### config.mk
export PLATFORM = sky130hd
export DESIGN_NAME = prio_irq_gate
export DESIGN_NICKNAME = d
export VERILOG_FILES = /design/src/rtl/prio_gate_pkg.sv /design/src/rtl/prio_reg.sv /design/src/rtl/prio_compare.sv /design/src/rtl/vec_out_stage.sv /design/src/rtl/prio_irq_gate.sv
export SDC_FILE = /design/constraint.sdc
export NUM_CORES = 1
export LEC_CHECK = 0
export CAP_MARGIN = 5
export CORE_UTILIZATION = 26
export CTS_CLUSTER_SIZE = 12
export DETAILED_ROUTE_END_ITERATION = 8
export PLACE_DENSITY = 0.79
export SLEW_MARGIN = 20
export SYNTH_ARGS = -nofsm -noshare
export SYNTH_HDL_FRONTEND = slang
export SYNTH_HIERARCHICAL = 1
export SYNTH_SLANG_ARGS = --single-unit
### constraint.sdc
create_clock -name clk -period 2 [get_ports clk]
set_input_delay 0.5 -clock clk [delete_from_list [all_inputs] [get_ports clk]]
set_output_delay 0.5 -clock clk [all_outputs]
set_load 0.1 [all_outputs]
### src/rtl/prio_gate_pkg.sv
package prio_gate_pkg;

  // Classification of a write attempt on the threshold port
  typedef enum logic [1:0] {
    WR_IDLE = 2'd0,
    WR_OK   = 2'd1,
    WR_BAD  = 2'd2
  } wr_kind_e;

  // Class of a request: the top PW bits of a VW-bit vector
  function automatic logic [3:0] class_of(input logic [7:0] vec);
    return vec[7:4];
  endfunction

endpackage

### src/rtl/prio_reg.sv
module prio_reg
  import prio_gate_pkg::*;
#(
  parameter int DATA_W = 64,
  parameter int PRIO_W = 4
) (
  input  logic              clk,
  input  logic              rst,
  input  logic              wr_en,
  input  logic [DATA_W-1:0] wr_data,
  output logic [PRIO_W-1:0] prio,
  output logic              wr_err
);
  localparam int RSV_W = DATA_W - PRIO_W;

  wr_kind_e             kind;
  logic     [RSV_W-1:0] rsv_bits;

  assign rsv_bits = wr_data[DATA_W-1:PRIO_W];

  always_comb begin
    if (!wr_en)
      kind = WR_IDLE;
    else if (|rsv_bits)
      kind = WR_BAD;
    else
      kind = WR_OK;
  end

  always_ff @(posedge clk) begin
    if (rst) begin
      prio   <= '0;
      wr_err <= 1'b0;
    end else begin
      wr_err <= (kind == WR_BAD);
      if (kind == WR_OK)
        prio <= wr_data[PRIO_W-1:0];
    end
  end
endmodule

### src/rtl/prio_compare.sv
module prio_compare #(
  parameter int PRIO_W = 4,
  parameter int VEC_W  = 8
) (
  input  logic              req_valid,
  input  logic [VEC_W-1:0]  req_vector,
  input  logic [PRIO_W-1:0] prio,
  output logic              req_accept,
  output logic              req_masked
);
  localparam int CLS_LSB = VEC_W - PRIO_W;

  logic [PRIO_W-1:0] req_class;
  logic              above;

  assign req_class = req_vector[VEC_W-1:CLS_LSB];
  assign above     = (req_class > prio);

  always_comb begin
    req_accept = req_valid && above;
    req_masked = req_valid && !above;
  end
endmodule

### src/rtl/vec_out_stage.sv
module vec_out_stage #(
  parameter int VEC_W = 8
) (
  input  logic             clk,
  input  logic             rst,
  input  logic             accept,
  input  logic [VEC_W-1:0] vector,
  output logic             out_valid,
  output logic [VEC_W-1:0] out_vector
);
  always_ff @(posedge clk) begin
    if (rst) begin
      out_valid  <= 1'b0;
      out_vector <= '0;
    end else begin
      out_valid  <= accept;
      out_vector <= accept ? vector : '0;
    end
  end
endmodule

### src/rtl/prio_irq_gate.sv
module prio_irq_gate #(
  parameter int DATA_W = 64,
  parameter int PRIO_W = 4,
  parameter int VEC_W  = 8
) (
  input  logic              clk,
  input  logic              rst,
  input  logic              wr_en,
  input  logic [DATA_W-1:0] wr_data,
  output logic [DATA_W-1:0] rd_data,
  output logic              wr_err,
  input  logic              req_valid,
  input  logic [VEC_W-1:0]  req_vector,
  output logic              req_accept,
  output logic              req_masked,
  output logic              out_valid,
  output logic [VEC_W-1:0]  out_vector
);
  localparam int RSV_W = DATA_W - PRIO_W;

  logic [PRIO_W-1:0] prio;

  prio_reg #(.DATA_W(DATA_W), .PRIO_W(PRIO_W)) u_reg (
    .clk    (clk),
    .rst    (rst),
    .wr_en  (wr_en),
    .wr_data(wr_data),
    .prio   (prio),
    .wr_err (wr_err)
  );

  prio_compare #(.PRIO_W(PRIO_W), .VEC_W(VEC_W)) u_cmp (
    .req_valid (req_valid),
    .req_vector(req_vector),
    .prio      (prio),
    .req_accept(req_accept),
    .req_masked(req_masked)
  );

  vec_out_stage #(.VEC_W(VEC_W)) u_out (
    .clk       (clk),
    .rst       (rst),
    .accept    (req_accept),
    .vector    (req_vector),
    .out_valid (out_valid),
    .out_vector(out_vector)
  );

  assign rd_data = {{RSV_W{1'b0}}, prio};
endmodule

### Yosys cells after proc, flatten, opt, wreduce, memory -nomap -nowiden

Cells that the tools add are included.

| cells by class | value |
|---|---|
| magnitude comparators | 1 |
| bitwise logic cells | 1 |
| reduce and logical (&&, ||, !) cells | 5 |
| equal/unequal tests | 2 |
| muxes and demuxes | 2 |

Operator list:

| operator | number |
|---|---|
| OR reduction 60 bit | 1 |
| > comparator 4 bit | 1 |
| two-way mux 2 bit | 2 |
| equality test 2 x 1 -> 1 bit (second input constant) | 1 |
| equality test 2 bit (second input constant) | 1 |
| logical AND 1 bit | 2 |
| OR reduction 2 bit | 1 |
| logical NOT 1 bit | 1 |
| NOT 1 bit | 1 |

| storage, ports and cells | value |
|---|---|
| output and inout port bits | 76 |
| logic and storage cells | 15 |
| bits in registers | 14 |
| input bits | 76 |

### Depth between registers and ports, before layout

Gate-level depths: netlist (run 1).

| depth | value |
|---|---|
| depth in word-level cells | 4 |
| mapped depth | 6 |
| depth with buffers taken out | 6 |

### Cells and area by module

The synthesis (run 1) kept the hierarchy.

By module, submodules not included:

| module | area each (µm²) | instances | cells an instance | sequential area each (µm²) |
|---|---|---|---|---|
| prio_irq_gate | 454.2 | 1 | 61 | 0.0 |
| prio_reg | 361.6 | 1 | 40 | 100.1 |
| vec_out_stage | 256.5 | 1 | 18 | 180.2 |
| prio_compare | 120.1 | 1 | 17 | 0.0 |

### Worst setup path before layout (run 1)

No wires, ideal clock.

| timing | value |
|---|---|
| path type | flip-flop to output port |
| from | reg u_reg.prio[1] |
| to | out req_accept |
| slack | -1.761 ns |
| data arrival time | 3.261 ns |
| stages on the path, launching flop included | 6 |
| data required time | 1.500 ns |
| buffers on the path | 0 |
| path through | dfxtp_1 -> inv_1 -> ha_1 -> nor2b_1 -> o211ai_2 -> a21oi_1 |

| on the way | value |
|---|---|
| cells in the longest elaborated chain, start to end | 2 |

RTL lines:

| item | RTL line | source |
|---|---|---|
| start, declared | prio_reg.sv:11 | `output logic [PRIO_W-1:0] prio,` |
| start signal, assigned | prio_reg.sv:37 | `prio <= wr_data[PRIO_W-1:0];` |
| > comparator 4 bit | prio_compare.sv:17 | `assign above = (req_class > prio);` |
| logical AND 1 bit | prio_compare.sv:20 | `req_accept = req_valid && above;` |
| end, declared | prio_irq_gate.sv:14 | `output logic req_accept,` |

Every way passes these cells.

### Worst setup path after layout (run 1)

| timing | value |
|---|---|
| from | in req_vector[5] |
| to | out req_masked |

| on the way | value |
|---|---|
| cells in the longest elaborated chain, start to end | 3 |

RTL lines:

| item | RTL line | source |
|---|---|---|
| start, declared | prio_irq_gate.sv:13 | `input logic [VEC_W-1:0] req_vector,` |
| > comparator 4 bit | prio_compare.sv:17 |  |
| logical NOT 1 bit | prio_compare.sv:21 | `req_masked = req_valid && !above;` |
| logical AND 1 bit | prio_compare.sv:21 |  |
| end, declared | prio_irq_gate.sv:15 | `output logic req_masked,` |

Every way passes these cells.

==> impl_metrics.env, run 1 <==
export IMPL_fin_crit_sh_pct=102.7
export IMPL_synth_cell_type_count=21
export IMPL_synth_top_cells_by_area="buf_4, dfxtp_1, nor4_1"
export IMPL_grt_remaining_overflow=0
export IMPL_synthToLayoutAreaGrowth_pct=89.72
export IMPL_chipHeight_um=69.72
export IMPL_synth_top_family_by_area="buffers and inverters"
export IMPL_nets=319
export IMPL_synth_edf_count=0
export IMPL_synth_ff_type="dfxtp_1"
export IMPL_ctsHoldBuffers=0
export IMPL_nFillCells=396
export IMPL_yosysMostFrequentCell="buf_4"
export IMPL_cts_buffers_inserted=3
export IMPL_fmax_ghz=0.4870
export IMPL_hold_depth=2
export IMPL_hold_ws_ns=0.4980
export IMPL_finalWorstSetupSlack_ns=-0.05319
export IMPL_portBuffers=91
export IMPL_h_tree_depth=1
export IMPL_crit_arrival_ns=1.55
export IMPL_ys_ff_latch=14
export IMPL_critPathBufInv=2
export IMPL_die_area_sq_mm=0.004861
export IMPL_cap_violations=0
export IMPL_final_area_sq_mm=0.002262
export IMPL_grt_max_degree=19
export IMPL_cts_clk_slew_worst_paths_ns=0.06
export IMPL_sequentialPowerShare_pct=20.8
export IMPL_total_power_mw=1.367
export IMPL_p_int_mw=0.6340
export IMPL_core_sq_mm=0.004384
export IMPL_critPathSlowestCell="ha_4"
export IMPL_synth_top_area_share_pct=37.78
export IMPL_r2r_setup_slack_ns=0.50
export IMPL_timing_rr_start="u_reg/prio[3]$_SDFFE_PP0N_"
export IMPL_cts_tree="done"
export IMPL_status="complete, but fails checks"
export IMPL_finalClockSkew_ns=0.004535
export IMPL_synthAdderAreaFrac_pct=4.197
export IMPL_grt_pass1_vias=1041
export IMPL_dp_slack_ns=-0.5077
export IMPL_clkSinkCount=14
export IMPL_syn_instance_count=136
export IMPL_worst_r2r_endpoint="u_out/out_vector[6]$_SDFF_PP0_"
export IMPL_slew_violations=0
export IMPL_grt_util_all_layers_pct=11.76
export IMPL_powerDensity_mw_per_mm2=604.2
export IMPL_comb_power_share_pct=59.6
export IMPL_fin_cells=290
export IMPL_yosys_area_top_type="buf_4"
export IMPL_criticalPathCategory="in -> out"
export IMPL_rsz0062_at_grt="true"
export IMPL_place_inst=284
export IMPL_drt_vias_per_instance=3.945
export IMPL_drc=0
export IMPL_rows=24
export IMPL_avgSynthCellArea_sq_um=8.768
export IMPL_seq_area_frac_synth_pct=23.50
export IMPL_dpl_cell_area_sq_mm=0.002049
export IMPL_drtIter0Drc=16
export IMPL_ant_nets=0
export IMPL_setup_tns_ns=-0.07487
export IMPL_layout_drive_gt1_share_pct=25.63
export IMPL_antenna_cells=0
export IMPL_period_needed_ns=2.053
export IMPL_critPathMaxFanout=2
export IMPL_clk_path_buf_depth=2
export IMPL_clock_root_buffer="clkbuf_8"
export IMPL_wl_mm=3.246
export IMPL_die_width_um=69.72
export IMPL_antenna_found_initial=0
export IMPL_gpl_final_weighted_congestion=0.6743
export IMPL_critPathTopFamily="compound AO/OA/AOI/OAI gates"
export IMPL_path_cells="buf_2, ha_4, nor2b_4, o211ai_4, a31o_4, buf_12"
export IMPL_rr_worst_depth=7
export IMPL_finalHoldViolations=0
export IMPL_largest_reg_flops=8
export IMPL_clockPowerShare_pct=19.7
export IMPL_setup_viol=2
export IMPL_start_kind="input pin"
export IMPL_grt_pass1_wl_mm=4.567
export IMPL_worstHoldStart="u_reg/prio[2]$_SDFFE_PP0N_"
export IMPL_yosys_area_share_simple_pct=26.65
export IMPL_crit_required_ns=1.50
export IMPL_synthArstFlopShare_pct=0
export IMPL_cellLeakagePower_nw=1.078
export IMPL_synth_compound_area_share_pct=2.623
export IMPL_firstDrtPassIters=2
export IMPL_failed_checks="setup timing"
export IMPL_crit_path_end_kind="output pin"
export IMPL_p_switching_mw=0.7328
export IMPL_critical_path_max_stage_delay_ns=0.24
export IMPL_synthMuxAreaShare_pct=3.358
export IMPL_fin_util_pct=51.60
export IMPL_io_pins=152
export IMPL_synth_area_sq_mm=0.001192
export IMPL_netlist_top_cells_count="buf_4, nor4_1, dfxtp_1, and3b_1, nand2b_1"
export IMPL_post_drt_wl_per_cell_um=11.19
export IMPL_p_sw_share_pct=53.61
export IMPL_min_path_type="reg -> reg"
export IMPL_yosys_warnings=6
export IMPL_insertion_delay_ns=0.24
export IMPL_hpwlAfterDp_mm=2.595
export IMPL_hold_end="u_reg/prio[2]$_SDFFE_PP0N_"
export IMPL_dr_total_vias=1144
export IMPL_synth_xor_xnor_area_share_pct=0
export IMPL_ir_drop_v=0.0003964
export IMPL_start_util_pct=27.20
-- repair_timing --
| item | in CTS | in global routing |
|---|---|---|
| endpoints found under the setup margin | 6 | 7 |
| gates cloned | 0 | 0 |
| pin swaps | 11 | 17 |
| gates resized for setup | 21 | 25 |
| buffers inserted | 2 | 0 |
-- cell families after synthesis --
logic type,Yosys count
AOI/OAI and AO/OA,4
adders and majority gates,4
buffers and inverters,65
DFF,14
muxes,4
other,1
and+or+nand+nor,44
-- metal layers --
layer	track usage, %	wire [um]	vias to the layer above
met1	12.69	1104	509
met3	2.762	278	0
met2	23.09	1864	74
met5	0	0	-
met4	2.222	0	0
li1	-	-	561
-- final cells by class --
cell class / instances / area, sq um / area share (%)
Inverter: 5 / 21.27 / 0.9403
Timing Repair Buffer: 99 / 1001 / 44.25
Tap cell: 52 / 65.06 / 2.876
Clock buffer: 4 / 55.05 / 2.434
Sequential cell: 14 / 295.3 / 13.05
Multi-Input combinational cell: 116 / 824.5 / 36.45
-- worst max path at each step --
stage / from / end / cells past startpoint
2_1_floorplan: u_reg/prio[1]$_SDFFE_PP0N_ / req_accept / 5
3_3_place_gp: req_vector[5] / req_masked / 6
3_5_place_dp: req_vector[5] / req_masked / 6
4_1_cts: u_reg/prio[1]$_SDFFE_PP0N_ / req_masked / 6
5_1_grt: u_reg/prio[1]$_SDFFE_PP0N_ / req_masked / 6
6_report: req_vector[5] / req_masked / 6
-- worst reg2reg max path: stages (launching register included) --
cell     delay, ns
dfxtp_4       0.34
inv_1         0.06
ha_4          0.26
a21oi_2       0.18
buf_4         0.14
a21oi_4       0.06
buf_4         0.17
and3b_1       0.17
-- power groups by stage --
stage	Clock (mW)	Combinational (mW)	Sequential (mW)
2_1_floorplan	0	0.637	0.350
3_3_place_gp	0	0.793	0.290
3_5_place_dp	0	0.795	0.290
4_1_cts	0.278	0.804	0.284
5_1_grt	0.290	0.836	0.284
6_report	0.269	0.814	0.284
-- placed cells by master, fill, tap and decap left out, drive strengths merged --
cell,instances
clkdlybuf4s50,60
a31o,1
nand2,1
nor3b,1
dlymetal6s2s,11
and3b,8
nor2b,2
o211ai,1
buf,28
nor2,1
conb,60
nand2b,8
dfxtp,14
ha,4
nand3,1
nand4,5
a21oi,2
clkbuf,4
inv,5
mux2i,4
nor4,17
No activity file was read; power rests on OpenSTA's default activity.
==> inputs of run 2 (changes only) <==
--- a/config.mk
+++ b/config.mk
@@ -15,3 +15,4 @@
 export SYNTH_HDL_FRONTEND = slang
 export SYNTH_HIERARCHICAL = 1
 export SYNTH_SLANG_ARGS = --single-unit
+export TNS_END_PERCENT = 30
==> impl_metrics.env, run 2 (synthesized netlist as in run 1, its figures left out) <==
export IMPL_status="complete, but fails checks"
export IMPL_failed_checks="setup timing"
export IMPL_cts_clk_slew_worst_paths_ns=0.06
export IMPL_period_needed_ns=2.039
export IMPL_worstHoldStart="u_reg/prio[2]$_SDFFE_PP0N_"
export IMPL_critPathTopFamily="compound AO/OA/AOI/OAI gates"
export IMPL_post_drt_wl_per_cell_um=11.17
export IMPL_nFillCells=405
export IMPL_finalClockSkew_ns=0.003573
export IMPL_timing_critical_path_from="u_reg/prio[1]$_SDFFE_PP0N_"
export IMPL_finalHoldViolations=0
export IMPL_timing_rr_start="u_reg/prio[3]$_SDFFE_PP0N_"
export IMPL_drt_vias_per_instance=3.938
export IMPL_io_pins=152
export IMPL_fin_crit_sh_pct=101.9
export IMPL_start_util_pct=27.20
export IMPL_ir_drop_v=0.0003743
export IMPL_grt_pass1_wl_mm=4.767
export IMPL_nets=319
export IMPL_final_cell_mix="conb_1, clkdlybuf4s50_1, buf_4"
export IMPL_drc=0
export IMPL_finalWorstSetupSlack_ns=-0.03897
export IMPL_clock_root_buffer="clkbuf_8"
export IMPL_firstDrtPassIters=4
export IMPL_clk_path_buf_depth=2
export IMPL_dr_total_vias=1142
export IMPL_portBuffers=91
export IMPL_cts_buffers_inserted=3
export IMPL_critPathMaxFanout=2
export IMPL_multi_input_area_sq_um=863.3
export IMPL_start_kind="flip-flop"
export IMPL_core_sq_mm=0.004384
export IMPL_critPathBufInv=2
export IMPL_path_cells="inv_4, ha_4, nor2b_4, o211ai_4, a31o_4, buf_12"
export IMPL_crit_required_ns=1.50
export IMPL_cellLeakagePower_nw=1.086
export IMPL_die_width_um=69.72
export IMPL_hpwlAfterDp_mm=2.570
export IMPL_clkSinkCount=14
export IMPL_cts_tree="done"
export IMPL_die_area_sq_mm=0.004861
export IMPL_critPathSlowestCell="dfxtp_4"
export IMPL_final_area_sq_mm=0.002311
export IMPL_dpl_cell_area_sq_mm=0.002057
export IMPL_total_power_mw=1.376
export IMPL_slew_violations=0
export IMPL_fmax_ghz=0.4904
export IMPL_regArea_sq_um=295.3
export IMPL_drtIter0Drc=17
export IMPL_hold_ws_ns=0.4960
export IMPL_layout_drive_gt1_share_pct=25.21
export IMPL_h_tree_depth=1
export IMPL_rsz0062_at_grt="true"
export IMPL_largest_reg_flops=8
export IMPL_insertion_delay_ns=0.24
export IMPL_crit_arrival_ns=1.54
export IMPL_critical_path_max_stage_delay_ns=0.36
export IMPL_grt_max_degree=19
export IMPL_wl_mm=3.240
export IMPL_ant_nets=0
export IMPL_gpl_final_weighted_congestion=0.7120
export IMPL_synthToLayoutAreaGrowth_pct=93.81
export IMPL_antenna_found_initial=0
export IMPL_crit_path_end_kind="output pin"
export IMPL_criticalPathCategory="reg -> out"
export IMPL_rows=24
export IMPL_grt_pass1_vias=1051
export IMPL_grt_util_all_layers_pct=12.01
export IMPL_min_path_type="reg -> reg"
export IMPL_setup_viol=2
export IMPL_grt_remaining_overflow=0
export IMPL_ctsHoldBuffers=0
export IMPL_antenna_cells=0
export IMPL_chipHeight_um=69.72
export IMPL_powerDensity_mw_per_mm2=595.6
export IMPL_cap_violations=0
export IMPL_fin_util_pct=52.71
==> run 2: per-layer routing <==
| metal | GRT usage (%) | part of all wire, % |
|---|---|---|
| met5 | 0 | 0 |
| met2 | 23.30 | 56 |
| met4 | 2.444 | 0.40 |
| met3 | 2.326 | 8.6 |
| met1 | 13.41 | 35 |
==> run 2: worst paths after layout <==
kind                                    end  slack, ns  cells past startpoint
max                              req_masked      -0.04                      6
min              u_reg/prio[2]$_SDFFE_PP0N_       0.50                      2
max reg2reg  u_out/out_vector[6]$_SDFF_PP0_       0.49                      7
min reg2reg      u_reg/prio[2]$_SDFFE_PP0N_       0.50                      2
==> run 2: what timing repair did <==
item	in CTS	in global routing
setup endpoints to repair	5	7
gates resized for setup	24	27
pin swaps	7	14
buffers inserted	1	0
==> run 2: layout make-up <==
type                            count  area share (%)
Tap cell                           52           2.815
Clock buffer                        4           2.382
Inverter                            5          0.9204
Timing Repair Buffer               99           43.75
Sequential cell                    14           12.78
Multi-Input combinational cell    116           37.36
==> run 2: power breakdown <==
group	internal, mW	switching [mW]
sequential	0.282	0.00195
clock	0.174	0.0959
combinational	0.181	0.642
total	0.637	0.740
==> run 2: worst min-delay path: cells and delay by family, from the launching register on <==
kind | cells | cell delay (ns)
muxes | 1 | 0.05
and+or+nand+nor | 1 | 0.06
DFF | 1 | 0.34
==> run 2: per-stage QoR <==
stage / TNS (ns) / setup WS (ns) / std cells
global placement: -3.487 / -0.4748 / 285
floorplan: -1.053 / -0.2670 / 195
CTS: -0.08287 / -0.04933 / 290
global route: -0.2312 / -0.08966 / 290
finish: -0.06992 / -0.03897 / 290
detailed placement: -3.928 / -0.5009 / 285
